File: src/rtl/serTxPkg.sv
package serTxPkg;

  typedef enum logic [1:0] {
    ST_IDLE  = 2'd0,
    ST_START = 2'd1,
    ST_DATA  = 2'd2,
    ST_STOP  = 2'd3
  } txStateT;

  // strobes from sequencing control to the datapath
  typedef struct packed {
    logic beginFrame;
    logic nextBit;
    logic sendParity;
    logic beginStop;
    logic finish;
  } txStrobeT;

  // frame shape latched by the control at frame start
  typedef struct packed {
    logic       wordLong;
    logic       parEn;
    logic [1:0] stopCode;
  } txCfgT;

endpackage

File: src/rtl/serTxCtrl.sv
module serTxCtrl
  import serTxPkg::*;
#(
  parameter int TICKS_PER_BIT = 16,
  parameter int MAX_BITS      = 9
) (
  input  logic     clk,
  input  logic     rstN,
  input  logic     modEn,
  input  logic     txEn,
  input  logic     tick,
  input  logic     holdValid,
  input  txCfgT    cfgIn,
  output txStrobeT strobe,
  output logic     active,
  output logic     frameDone
);

  localparam int CNT_W = $clog2(2 * TICKS_PER_BIT);
  localparam int IDX_W = $clog2(MAX_BITS + 1);

  localparam logic [CNT_W-1:0] BIT_LAST      = CNT_W'(TICKS_PER_BIT - 1);
  localparam logic [CNT_W-1:0] STOP_HALF     = CNT_W'(TICKS_PER_BIT / 2 - 1);
  localparam logic [CNT_W-1:0] STOP_ONE      = CNT_W'(TICKS_PER_BIT - 1);
  localparam logic [CNT_W-1:0] STOP_ONEHALF  = CNT_W'(TICKS_PER_BIT + TICKS_PER_BIT / 2 - 1);
  localparam logic [CNT_W-1:0] STOP_TWO      = CNT_W'(2 * TICKS_PER_BIT - 1);
  localparam logic [IDX_W-1:0] LONG_BITS     = IDX_W'(MAX_BITS);
  localparam logic [IDX_W-1:0] SHORT_BITS    = IDX_W'(MAX_BITS - 1);

  txStateT          stateQ;
  logic [CNT_W-1:0] tickCntQ;
  logic [IDX_W-1:0] bitIdxQ;
  txCfgT            cfgQ;
  logic             doneQ;

  logic [IDX_W-1:0] dataBits;
  logic [IDX_W-1:0] lastIdx;
  logic [IDX_W-1:0] newIdx;
  logic [CNT_W-1:0] stopLast;
  logic             bitEnd;
  logic             stopEnd;
  logic             canStart;

  assign dataBits = cfgQ.wordLong ? LONG_BITS : SHORT_BITS;
  assign lastIdx  = dataBits - IDX_W'(1);
  assign bitEnd   = tick && (tickCntQ == BIT_LAST);
  assign stopEnd  = tick && (tickCntQ == stopLast);
  assign canStart = holdValid && txEn;
  assign newIdx   = (stateQ == ST_START) ? '0 : bitIdxQ + IDX_W'(1);

  always_comb begin
    case (cfgQ.stopCode)
      2'b00:   stopLast = STOP_ONE;
      2'b01:   stopLast = STOP_HALF;
      2'b10:   stopLast = STOP_TWO;
      default: stopLast = STOP_ONEHALF;
    endcase
  end

  always_comb begin
    strobe = '0;
    unique case (stateQ)
      ST_IDLE: strobe.beginFrame = canStart;
      ST_START: begin
        strobe.nextBit    = bitEnd;
        strobe.sendParity = bitEnd && cfgQ.parEn && (newIdx == lastIdx);
      end
      ST_DATA: begin
        if (bitEnd && bitIdxQ == lastIdx) begin
          strobe.beginStop = 1'b1;
        end else if (bitEnd) begin
          strobe.nextBit    = 1'b1;
          strobe.sendParity = cfgQ.parEn && (newIdx == lastIdx);
        end
      end
      ST_STOP: begin
        strobe.beginFrame = stopEnd && canStart;
        strobe.finish     = stopEnd && !canStart;
      end
      default: strobe = '0;
    endcase
  end

  always_ff @(posedge clk) begin
    if (!rstN || !modEn) begin
      stateQ   <= ST_IDLE;
      tickCntQ <= '0;
      bitIdxQ  <= '0;
      cfgQ     <= '0;
      doneQ    <= 1'b0;
    end else begin
      doneQ <= strobe.finish;
      if (strobe.beginFrame) begin
        stateQ   <= ST_START;
        tickCntQ <= '0;
        bitIdxQ  <= '0;
        cfgQ     <= cfgIn;
      end else if (strobe.nextBit) begin
        stateQ   <= ST_DATA;
        tickCntQ <= '0;
        bitIdxQ  <= newIdx;
      end else if (strobe.beginStop) begin
        stateQ   <= ST_STOP;
        tickCntQ <= '0;
      end else if (strobe.finish) begin
        stateQ   <= ST_IDLE;
        tickCntQ <= '0;
      end else if (tick && stateQ != ST_IDLE) begin
        tickCntQ <= tickCntQ + CNT_W'(1);
      end
    end
  end

  assign active    = (stateQ != ST_IDLE);
  assign frameDone = doneQ;


  done_pulse_chk: assert property (@(posedge clk) disable iff (!rstN)
    frameDone |=> !frameDone);


  tick_align_chk: assert property (@(posedge clk) disable iff (!rstN || !modEn)
    (stateQ != ST_IDLE && !tick) |=> (stateQ == $past(stateQ)));


  no_start_chk: assert property (@(posedge clk) disable iff (!rstN)
    (stateQ == ST_IDLE && !txEn) |=> (stateQ == ST_IDLE));

endmodule

File: src/rtl/serTxData.sv
module serTxData
  import serTxPkg::*;
#(
  parameter int MAX_BITS = 9
) (
  input  logic                clk,
  input  logic                rstN,
  input  logic                modEn,
  input  logic                load,
  input  logic [MAX_BITS-1:0] dataIn,
  input  logic                parOddIn,
  input  txStrobeT            strobe,
  output logic                holdValid,
  output logic                lineOut
);

  logic [MAX_BITS-1:0] holdQ;
  logic                holdValidQ;
  logic [MAX_BITS-1:0] shiftQ;
  logic                parAccQ;
  logic                parOddQ;
  logic                lineQ;
  logic                acceptLoad;

  // slot frees up in the same cycle it is drained
  assign acceptLoad = load && (!holdValidQ || strobe.beginFrame);

  always_ff @(posedge clk) begin
    if (!rstN || !modEn) begin
      holdQ      <= '0;
      holdValidQ <= 1'b0;
      shiftQ     <= '0;
      parAccQ    <= 1'b0;
      parOddQ    <= 1'b0;
      lineQ      <= 1'b1;
    end else begin
      if (acceptLoad) begin
        holdQ      <= dataIn;
        holdValidQ <= 1'b1;
      end else if (strobe.beginFrame) begin
        holdValidQ <= 1'b0;
      end

      if (strobe.beginFrame) begin
        shiftQ  <= holdQ;
        parAccQ <= 1'b0;
        parOddQ <= parOddIn;
        lineQ   <= 1'b0;
      end else if (strobe.nextBit && strobe.sendParity) begin
        lineQ <= parAccQ ^ parOddQ;
      end else if (strobe.nextBit) begin
        lineQ   <= shiftQ[0];
        parAccQ <= parAccQ ^ shiftQ[0];
        shiftQ  <= {1'b0, shiftQ[MAX_BITS-1:1]};
      end else if (strobe.beginStop) begin
        lineQ <= 1'b1;
      end
    end
  end

  assign holdValid = holdValidQ;
  assign lineOut   = lineQ;


  hold_keep_chk: assert property (@(posedge clk) disable iff (!rstN || !modEn)
    (holdValidQ && !strobe.beginFrame) |=> (holdValidQ && $stable(holdQ)));


  start_low_chk: assert property (@(posedge clk) disable iff (!rstN || !modEn)
    strobe.beginFrame |=> !lineQ);


  disable_clear_chk: assert property (@(posedge clk) disable iff (!rstN)
    !modEn |=> !holdValidQ);

endmodule

File: src/rtl/serFrameTx.sv
module serFrameTx
  import serTxPkg::*;
#(
  parameter int TICKS_PER_BIT = 16,
  parameter int MAX_BITS      = 9
) (
  input  logic                clk,
  input  logic                rstN,
  input  logic                modEn,
  input  logic                txEn,
  input  logic                tick,
  input  logic                wordLong,
  input  logic                parEn,
  input  logic                parOdd,
  input  logic [1:0]          stopCode,
  input  logic [MAX_BITS-1:0] dataIn,
  input  logic                load,
  output logic                txLine,
  output logic                busy,
  output logic                frameDone
);

  txStrobeT strobe;
  txCfgT    cfgIn;
  logic     holdValid;
  logic     active;
  logic     lineRaw;

  assign cfgIn = '{wordLong: wordLong, parEn: parEn, stopCode: stopCode};

  serTxCtrl #(
    .TICKS_PER_BIT(TICKS_PER_BIT),
    .MAX_BITS     (MAX_BITS)
  ) ctrl (
    .clk      (clk),
    .rstN     (rstN),
    .modEn    (modEn),
    .txEn     (txEn),
    .tick     (tick),
    .holdValid(holdValid),
    .cfgIn    (cfgIn),
    .strobe   (strobe),
    .active   (active),
    .frameDone(frameDone)
  );

  serTxData #(
    .MAX_BITS(MAX_BITS)
  ) dpath (
    .clk      (clk),
    .rstN     (rstN),
    .modEn    (modEn),
    .load     (load),
    .dataIn   (dataIn),
    .parOddIn (parOdd),
    .strobe   (strobe),
    .holdValid(holdValid),
    .lineOut  (lineRaw)
  );

  assign txLine = modEn ? lineRaw : 1'b1;
  assign busy   = active || holdValid;

endmodule

File: config.mk
export PLATFORM = sky130hd
export DESIGN_NAME = serFrameTx
export DESIGN_NICKNAME = d
export VERILOG_FILES = /design/src/rtl/serTxPkg.sv /design/src/rtl/serTxCtrl.sv /design/src/rtl/serTxData.sv /design/src/rtl/serFrameTx.sv
export SDC_FILE = /design/constraint.sdc
export NUM_CORES = 1
export LEC_CHECK = 0
export BUFFER_PORTS_ARGS = -buffer_cell sky130_fd_sc_hd__buf_2
export CORE_MARGIN = 8
export CORE_UTILIZATION = 52
export DETAILED_ROUTE_END_ITERATION = 7
export PLACE_DENSITY = 0.81
export SETUP_SLACK_MARGIN = 0.2
export SYNTH_ARGS = -nofsm -noshare
export SYNTH_HDL_FRONTEND = slang
export SYNTH_HIERARCHICAL = 1
export SYNTH_SLANG_ARGS = --single-unit
export TNS_END_PERCENT = 5
File: constraint.sdc
create_clock -name clk -period 7.4 [get_ports clk]
set_clock_uncertainty 0.1 [all_clocks]
set_input_delay 0.37 -clock clk [delete_from_list [all_inputs] [get_ports clk]]
set_output_delay 0.37 -clock clk [all_outputs]
set_load 0.005 [all_outputs]
=== After elaboration in Yosys (flattened, before gate mapping) ===
Cells that the tools add are included.

* Add/subtract/negate cells: 3
* Eq/ne operators: 10
* Multiplexer cells: 24
* Bitwise logic cells: 3
* Reductions and logical operators: 31

{| class="wikitable"
|+ Operators with widths
! operator !! number
|-
| 9-bit two-way mux || 3
|-
| 5-bit one-hot mux with 3 select lines || 1
|-
| 1-bit logical AND || 12
|-
| 1-bit two-way mux || 12
|-
| 2-bit two-way mux || 5
|-
| 4-bit == test || 2
|-
| 4-bit nonzero test || 2
|-
| 2-bit == test (second input constant) || 3
|-
| 2-bit nonzero test || 3
|-
| 5-bit by 1-bit adder with 5-bit output (second input constant) || 1
|-
| 5-bit by 4-bit == test with 1-bit output (second input constant) || 1
|-
| 5-bit == test || 1
|-
| 5-bit OR reduction || 1
|-
| 4-bit by 1-bit adder with 4-bit output (second input constant) || 1
|-
| 2-bit by 1-bit == test with 1-bit output (second input constant) || 2
|-
| 1-bit zero test || 4
|-
| 2-bit zero test || 2
|-
| 4-bit two-way mux || 1
|-
| 2-bit one-hot mux with 2 select lines || 1
|-
| 2-bit AND reduction || 2
|-
| 4-bit by 1-bit subtractor with 4-bit output (second input constant) || 1
|-
| 1-bit logical OR || 3
|-
| 3-bit nonzero test || 1
|-
| 2-bit by 1-bit != test with 1-bit output (second input constant) || 1
|-
| other kinds (4) || 5
|}

* Register bits after elaboration: 38
* Bits of input ports: 20
* Word-level logic and storage cells: 85

=== Depth between registers and ports, before layout ===
Gate-level depths: netlist (run 1).

* Word-level depth: 10
* Gate-level depth with buffers: 11
* Depth with buffers taken out: 10

=== By module ===
Netlist (run 1), hierarchy kept.

{| class="wikitable"
|+ By module, submodules not included
! module !! times used !! cells each !! area an instance (um^2)
|-
| serTxCtrl || 1 || 109 || 974.7
|-
| serTxData || 1 || 101 || 930.9
|-
| serFrameTx || 1 || 2 || 12.5
|}

=== Worst setup path after synthesis (run 1) ===
OpenSTA, ideal clock, no wires.

* Path type: register to register
* From: register ctrl.tickCntQ[0]
* To: register dpath.lineQ (netlist: dpath/lineOut)
* Setup time: 0.096 ns
* Data arrival time: 2.150 ns
* Path slack: 5.054 ns
* Cell stages (with the launch flop): 12
* Buffers on the path: 1
* Clock period less this slack: 2.346 ns
* Cell sequence: dfxtp_1 > ha_1 > and3_2 > ha_1 > and3_1 > nand2_1 > o21ai_4 > and3_1 > nand2b_2 > buf_8 > nor2_1 > o41ai_2

{| class="wikitable"
|+ RTL lines
! item !! line !! text
|-
| from (decl) || serTxCtrl.sv:31 || <nowiki>logic [CNT_W-1:0] tickCntQ;</nowiki>
|-
| from (signal assigned) || serTxCtrl.sv:109 || <nowiki>tickCntQ <= tickCntQ + CNT_W'(1);</nowiki>
|-
| to (signal assigned) || serTxData.sv:50 || <nowiki>lineQ <= parAccQ ^ parOddQ;</nowiki>
|-
| to (signal assigned) || serTxData.sv:52 || <nowiki>lineQ <= shiftQ[0];</nowiki>
|-
| to (decl) || serTxData.sv:22 || <nowiki>logic lineQ;</nowiki>
|}

==> impl_metrics.tcl, run 1 <==
set metrics [dict create \
    fin_hold_ws_ns 0.213 \
    worst_slew_pin_slew_ns 0.784 \
    die_h_um 76.7 \
    first_iter_violations 68 \
    drt_pass1_iterations 4 \
    syn_to_final_growth_pct 10.6 \
    diodes 0 \
    hold_class "in2reg" \
    crit_required_ns 7.44 \
    rrSetupSlack_ns 4.76 \
    finalHoldViolations 0 \
    fin_tns_setup_ns 0 \
    place_ws_ns 4.78 \
    cts_tree "yes" \
    ioPinCount 23 \
    synth_area_um2 1910 \
    fmax_ghz 0.379 \
    drc 0 \
    cp-start-kind "flop" \
    setup_viol 0 \
    instances_no_fill 280 \
    fin_area_um2 2120 \
    clkLatencyLatePin_ns 0.29 \
    grt_max_degree 23 \
    drv_slew 0 \
    start_util_pct 53.1 \
    crit_path_end_kind "flop" \
    power.total_uw 379 \
    final_util_pct 58.7 \
    path_max_fanout 10 \
    cp.arrival_ns 2.68 \
    max_slew_margin_pct 47.6 \
    dp.cells 272 \
    syn-num-nets 238 \
    ant_nets 0 \
    rsz0062_at_grt "false" \
    fp.dieW_um 76.7 \
    overflow 0 \
    nNetsFinal 258 \
    period_minus_slack_ns 2.64 \
    dpl-instance-area_um2 2020 \
    fp-row-count 22 \
    ir_worst_vdd_mv 0.129 \
    powerDensity_nw_per_um2 179 \
    grt_antenna_before_repair 0 \
    post_cts_resized 0 \
    vias 1518 \
    port_buffers 22 \
    cts_sinks 38 \
    fin_ws_ns 4.76 \
    via_per_inst 5.42 \
    drive_above_1_share_pct 18.1 \
    syn_inst 211 \
    dieArea_um2 5880 \
    core_area_um2 3610 \
    holdBufCountCts 0 \
    p_leak_nw 0.871 \
    cts_htree_levels 2 \
    track_usage_pct 13.5 \
    period_share_pct 35.7 \
    grt_pass1_wl_um 6650 \
    hpwl_um 2780 \
    criticalPathCategory "reg2reg" \
    clk_pin_slew_worst_paths_ns 0.07 \
    wl_per_cell_um 13.9 \
    clock_path_buffers 2 \
    cts-root-buf "clkbuf_8" \
    cts_buffers 5 \
    place_congestion 0.784 \
    avgSynthCellArea_um2 9.07 \
    wirelength_um 3880 \
    cap_violations 0 \
    yosysWarningCount 6 \
    grt_pass1_vias 1543 \
    cts_post_setup_buffers_inserted 0 \
    status "complete, no violations" \
]
layout make-up:
type | instances | area (um2)
clock buffers | 6 | 82.6
clock inverters | 2 | 12.5
fillers | 334 | 1490
inverters | 7 | 26.3
multi-input cells | 157 | 1060
flip-flops and latches | 38 | 761
well taps | 48 | 60.1
repair buffers | 22 | 110
where the power goes:
group / leakage (nW) / total (mW) / switching [mW] / internal [mW]
clock network: 0.0472 / 0.147 / 0.0721 / 0.0748
logic: 0.516 / 0.0232 / 0.0139 / 0.00924
registers: 0.307 / 0.209 / 0.00184 / 0.207
worst paths after layout:
kind,startpoint,end,depth (start not counted)
setup / recovery,ctrl/tickCntQ[0],dpath/shiftQ[0],10
hold / removal,parEn,ctrl/cfgQ[2],3
setup reg to reg,ctrl/tickCntQ[0],dpath/shiftQ[0],10
hold reg to reg,dpath/holdQ[8],dpath/shiftQ[8],2
worst max-delay path, cell delays in order, from the launching register on:
cell and delay, ns:
dfxtp_1 0.37, ha_1 0.19, and3_2 0.18, ha_1 0.19
and3_1 0.19, nand2_1 0.09, o21ai_4 0.29, and3_1 0.23
nand2b_2 0.31, mux2i_1 0.26, a211oi_1 0.09
cell usage in the layout, fill, tap and decap left out, types with 2 or more instances in the layout:
cell,count
dfxtp_1,38
nor2_1,31
buf_2,22
mux2i_1,19
nand3_1,13
a21oi_1,13
nand2_1,11
o21ai_0,11
a211oi_1,9
ha_1,7
clkbuf_8,6
xor2_1,6
inv_1,6
and3_1,3
xnor2_1,3
nand4_1,3
nor3_1,3
nor2b_1,3
nand2b_1,2
o21a_1,2
metal layers:
metal | wire length, um | share of wire (%) | track usage, %
met1 | 1850 | 48 | 15.5
met5 | 0 | 0 | 0
met2 | 1880 | 48 | 22.6
met3 | 90 | 2.3 | 3.85
met4 | 64 | 1.6 | 6.15
state kept, by name, summed over array words and instances, names as in the netlist:
signal,cells
ctrl/bitIdxQ,4
dpath/holdValid,1
dpath/parOddQ,1
dpath/holdQ,9
ctrl/tickCntQ,5
ctrl/stateQ,2
dpath/parAccQ,1
dpath/lineOut,1
ctrl/cfgQ,4
ctrl/frameDone,1
dpath/shiftQ,9
No activity file was read; power rests on OpenSTA's default activity.
==> run 2, diff against run 1 <==
Clock period 7.4 ns to 2.6 ns, I/O delays scaled along.
==> impl_metrics.tcl, run 2 (synthesized netlist as in run 1, its figures left out) <==
set metrics [dict create \
    finalHoldViolations 0 \
    grtUsageMet3_pct 3.73 \
    first_iter_violations 72 \
    grt_pass1_vias 1619 \
    crit_required_ns 2.69 \
    grt_antenna_before_repair 0 \
    vias 1596 \
    worst_slew_pin_slew_ns 0.759 \
    dieArea_um2 5880 \
    place_ws_ns 0.145 \
    met1_usage_pct 16.3 \
    fp.dieW_um 76.7 \
    p_leak_nw 0.962 \
    track_usage_pct 13.7 \
    clkLatencyLatePin_ns 0.29 \
    rsz0062_at_grt "false" \
    path_buf_inv 0 \
    critPathMostFrequentCell "ha_1" \
    setup_viol 0 \
    max_slew_margin_pct 49.3 \
    cts_buffers 5 \
    wirelength_um 4130 \
    nNetsFinal 275 \
    drive_above_1_share_pct 18.9 \
    fin_ws_ns 0.312 \
    die_h_um 76.7 \
    overflow 0 \
    fillers 280 \
    crit_path_end_kind "flop" \
    final_common_cell "dfxtp_1" \
    cp_slowest_stage_delay_ns 0.34 \
    port_buffers 22 \
    power.total_mw 1.28 \
    ioPinCount 23 \
    period_minus_slack_ns 2.29 \
    clk_pin_slew_worst_paths_ns 0.08 \
    cap_violations 0 \
    ir_worst_vdd_mv 0.562 \
    drv_slew 0 \
    dp.cells 274 \
    path_delay_family "simple AND/OR/NAND/NOR gates" \
    grt_pass1_wl_um 6890 \
    instances_no_fill 297 \
    rr_worst_depth 10 \
    final_cell_mix "37 x dfxtp_1, 31 x nor2_1, 22 x buf_2" \
    fmax_ghz 0.437 \
    wl_per_cell_um 13.9 \
    drc 0 \
    top_usage_layer "met2" \
    criticalPathCategory "reg2reg" \
    period_share_pct 88.0 \
    cp.arrival_ns 2.38 \
    dpl-instance-area_um2 2040 \
    cp-start-kind "flop" \
    grt_max_degree 23 \
    path_max_fanout 5 \
    diodes 0 \
    fin_tns_setup_ns 0 \
    cts_sinks 38 \
    fin_hold_ws_ns 0.0664 \
    place_congestion 0.791 \
    cts-root-buf "clkbuf_8" \
    drt_pass1_iterations 4 \
    final_util_pct 64.9 \
    status "complete, no violations" \
    core_area_um2 3610 \
    hold_depth 3 \
    grt.met2_usage_pct 22.6 \
    cts_tree "yes" \
    cts_htree_levels 2 \
    powerDensity_nw_per_um2 547 \
    via_per_inst 5.37 \
    fin_area_um2 2340 \
    syn_to_final_growth_pct 22.2 \
    crit_slowest_cell "dfxtp_2" \
    path_cells "ha_1, and3_2, ha_1, and3_1, nand2_1, o21ai_4, and3_4, nand2b_4, mux2i_1, a211oi_1" \
    hpwl_um 2650 \
    top_regs "dpath/holdQ: 9 flops, dpath/shiftQ: 9 flops, ctrl/tickCntQ: 5 flops" \
    ant_nets 0 \
    clock_path_buffers 2 \
    hold_class "in2reg" \
    fp-row-count 22 \
    crit_cells 10 \
    start_util_pct 53.1 \
]
run 2: cell types whose count changed in the layout (fill, tap and decap cells not counted), sizes merged:
cell	before	now
clkbuf	6	5
buf	22	24
bufinv	0	2
dlygate4sd3	0	14
nand2b	3	4
clkinvlp	1	0
run 2: worst paths after layout:
path                    start                to  slack, ns
max          ctrl/tickCntQ[0]   dpath/shiftQ[2]       0.31
min                     modEn  ctrl/tickCntQ[0]       0.07
max reg2reg  ctrl/tickCntQ[0]   dpath/shiftQ[2]       0.31
min reg2reg    dpath/holdQ[8]   dpath/shiftQ[8]       0.36
run 2: power by group:
| group | leakage (nW) | switching (mW) | internal, mW |
|---|---|---|---|
| sequential | 0.308 | 0.00559 | 0.590 |
| clock | 0.0683 | 0.216 | 0.384 |
| combinational | 0.586 | 0.0429 | 0.0406 |
run 2: area by class of cell:
type / count / area (um2) / share of cell area (%)
clock buffers: 5 / 68.8 / 2.94
clock inverters: 3 / 68.8 / 2.94
inverters: 7 / 26.3 / 1.12
multi-input cells: 158 / 1090 / 46.5
flip-flops and latches: 38 / 762 / 32.6
well taps: 48 / 60.1 / 2.57
repair buffers: 38 / 265 / 11.3
run 2: routing by layer:
layer / share of wire, % / vias to the layer above
met5: 0 / -
met3: 3.5 / 4
met4: 0.85 / 0
met1: 48 / 744
li1: - / 817
met2: 48 / 31
run 2: repair_timing:
item | in CTS | in global routing
endpoints found under the setup margin | 9 | 9
pin swaps | 0 | 0
endpoints found under the hold margin | 14 | 0
setup buffers | 0 | 0
cloned | 0 | 1
resized for setup | 1 | 3
hold buffers | 14 | 0
run 2: worst min-delay path: cells and delay by family:
family	cells	cell delay (ns)
compound gates	1	0.11
simple gates	1	0.06
buf+inv	1	0.13
==> run 3, diff against run 2 <==
Settings changed: PLACE_DENSITY 0.81 to 0.71.
==> impl_metrics.tcl, run 3 (synthesized netlist as in run 1, its figures left out) <==
set metrics [dict create \
    status "finished, violations left" \
    violations "negative hold slack" \
    drc 0 \
    grt_max_degree 23 \
    start_util_pct 53.1 \
    track_usage_pct 13.4 \
    path_cells "ha_2, and3_2, ha_2, and3_1, nand2_1, o21ai_4, and3_4, nand2b_4, nor2_1, o41ai_2" \
    dp.cells 274 \
    cp-start-kind "flop" \
    pwr-share-seq_pct 50.7 \
    overflow 0 \
    netSwitchingFraction_pct 20.4 \
    ir_worst_vdd_mv 0.399 \
    cts-root-buf "clkbuf_8" \
    cp.arrival_ns 2.35 \
    multi_input_area_um2 1090 \
    dieArea_um2 5880 \
    max_slew_margin_pct 48.4 \
    final_cell_mix "36 x dfxtp_1, 31 x nor2_1, 22 x buf_2" \
    nNetsFinal 272 \
    port_buffers 22 \
    finalHoldViolations 2 \
    die_h_um 76.7 \
    final_common_cell "dfxtp_1" \
    clock_path_buffers 2 \
    rsz0062_at_grt "false" \
    crit_slowest_cell "dfxtp_2" \
    ff_latch_area_um2 763 \
    powerDensity_nw_per_um2 513 \
    wirelength_um 3970 \
    setup_viol 0 \
    core_area_um2 3610 \
    fin_tns_setup_ns 0 \
    final_util_pct 63.5 \
    cts_buffers 5 \
    crit_required_ns 2.68 \
    hold_class "in2reg" \
    p_leak_nw 0.935 \
    path_max_fanout 5 \
    fp.dieW_um 76.7 \
    intPower_uw 935 \
    criticalPathCategory "reg2reg" \
    p_comb_share_pct 6.7 \
    grt_pass1_wl_um 6650 \
    ioPinCount 23 \
    top_regs "dpath/holdQ: 9 flops, dpath/shiftQ: 9 flops, ctrl/tickCntQ: 5 flops" \
    clkLatencyLatePin_ns 0.28 \
    clk_pin_slew_worst_paths_ns 0.07 \
    grt_antenna_before_repair 0 \
    place_congestion 0.862 \
    cts_htree_levels 2 \
    instances_no_fill 293 \
    p_switching_uw 240 \
    cp_slowest_stage_delay_ns 0.35 \
    cts_sinks 38 \
    diodes 0 \
    clkPwrFrac_pct 42.6 \
    crit_path_end_kind "flop" \
    grt_pass1_vias 1504 \
    cts_tree "yes" \
    cts_post_setup_buffers_inserted 0 \
    drive_above_1_share_pct 20.0 \
    syn_to_final_growth_pct 19.7 \
    fin_hold_ws_ns -0.00120 \
    drv_slew 0 \
    drt_pass1_iterations 4 \
    vias 1550 \
    fmax_ghz 0.441 \
    fillers 321 \
    fp-row-count 22 \
    critPathMostFrequentCell "ha_2" \
    first_iter_violations 57 \
    cap_violations 0 \
    period_minus_slack_ns 2.27 \
    via_per_inst 5.29 \
    wl_per_cell_um 13.6 \
    worst_slew_pin_slew_ns 0.771 \
    hpwl_um 2700 \
    ant_nets 0 \
    period_share_pct 87.2 \
]
[run 3: through the flow]
stage / worst slack [ns] / power (mW) / instance area (um2)
4_1_cts: 0.225 / 1.19 / 2260
6_report: 0.333 / 1.17 / 2290
5_1_grt: 0.215 / 1.22 / 2290
3_3_place_gp: 0.214 / 0.674 / 2040
3_5_place_dp: 0.124 / 0.675 / 2040
2_1_floorplan: 0.254 / 0.649 / 1910
[run 3: path summary, 6_finish.rpt]
check	from	endpoint	slack, ns	cells past startpoint
max	ctrl/tickCntQ[0]	dpath/lineOut	0.33	10
min	stopCode[1]	ctrl/cfgQ[1]	-0.001	3
max reg2reg	ctrl/tickCntQ[0]	dpath/lineOut	0.33	10
min reg2reg	dpath/holdQ[8]	dpath/shiftQ[8]	0.37	2
[run 3: what timing repair did]
item                                   in CTS  in global routing
gates resized for setup                     1                  6
setup endpoints to repair                   9                  9
gates cloned                                0                  1
endpoints found under the hold margin      11                  0
hold buffers                               11                  0
[run 3: per-layer routing]
metal | GRT usage (%) | wire [um] | vias up
li1 | - | - | 810
met1 | 17.4 | 2000 | 721
met2 | 21.1 | 1860 | 15
met3 | 3.15 | 80 | 4
met4 | 4.81 | 34 | 0
met5 | 0 | 0 | -
[run 3: worst max-delay path: cells and delay by family (launching register included)]
| family | cells | cell delay [ns] |
|---|---|---|
| AND/OR/NAND/NOR | 6 | 0.88 |
| adder cells (fa/ha/maj) | 2 | 0.38 |
| AO/OA/AOI/OAI | 2 | 0.44 |
| flip-flops | 1 | 0.35 |
[run 3: power groups by stage]
stage	clock, mW	combinational (mW)	sequential (mW)
after floorplan	0	0.0422	0.607
after global placement	0	0.0651	0.609
after detailed placement	0	0.0657	0.609
after CTS	0.513	0.0785	0.596
after global routing	0.537	0.0873	0.596
final	0.500	0.0786	0.596
[run 3: cell type report]
type	count	area share (%)
clock buffer	6	3.60
clock inverter	1	1.31
inverter	7	1.15
multi-input combinational	158	47.7
sequential	38	33.3
tap	48	2.62
timing repair buffer	35	10.3
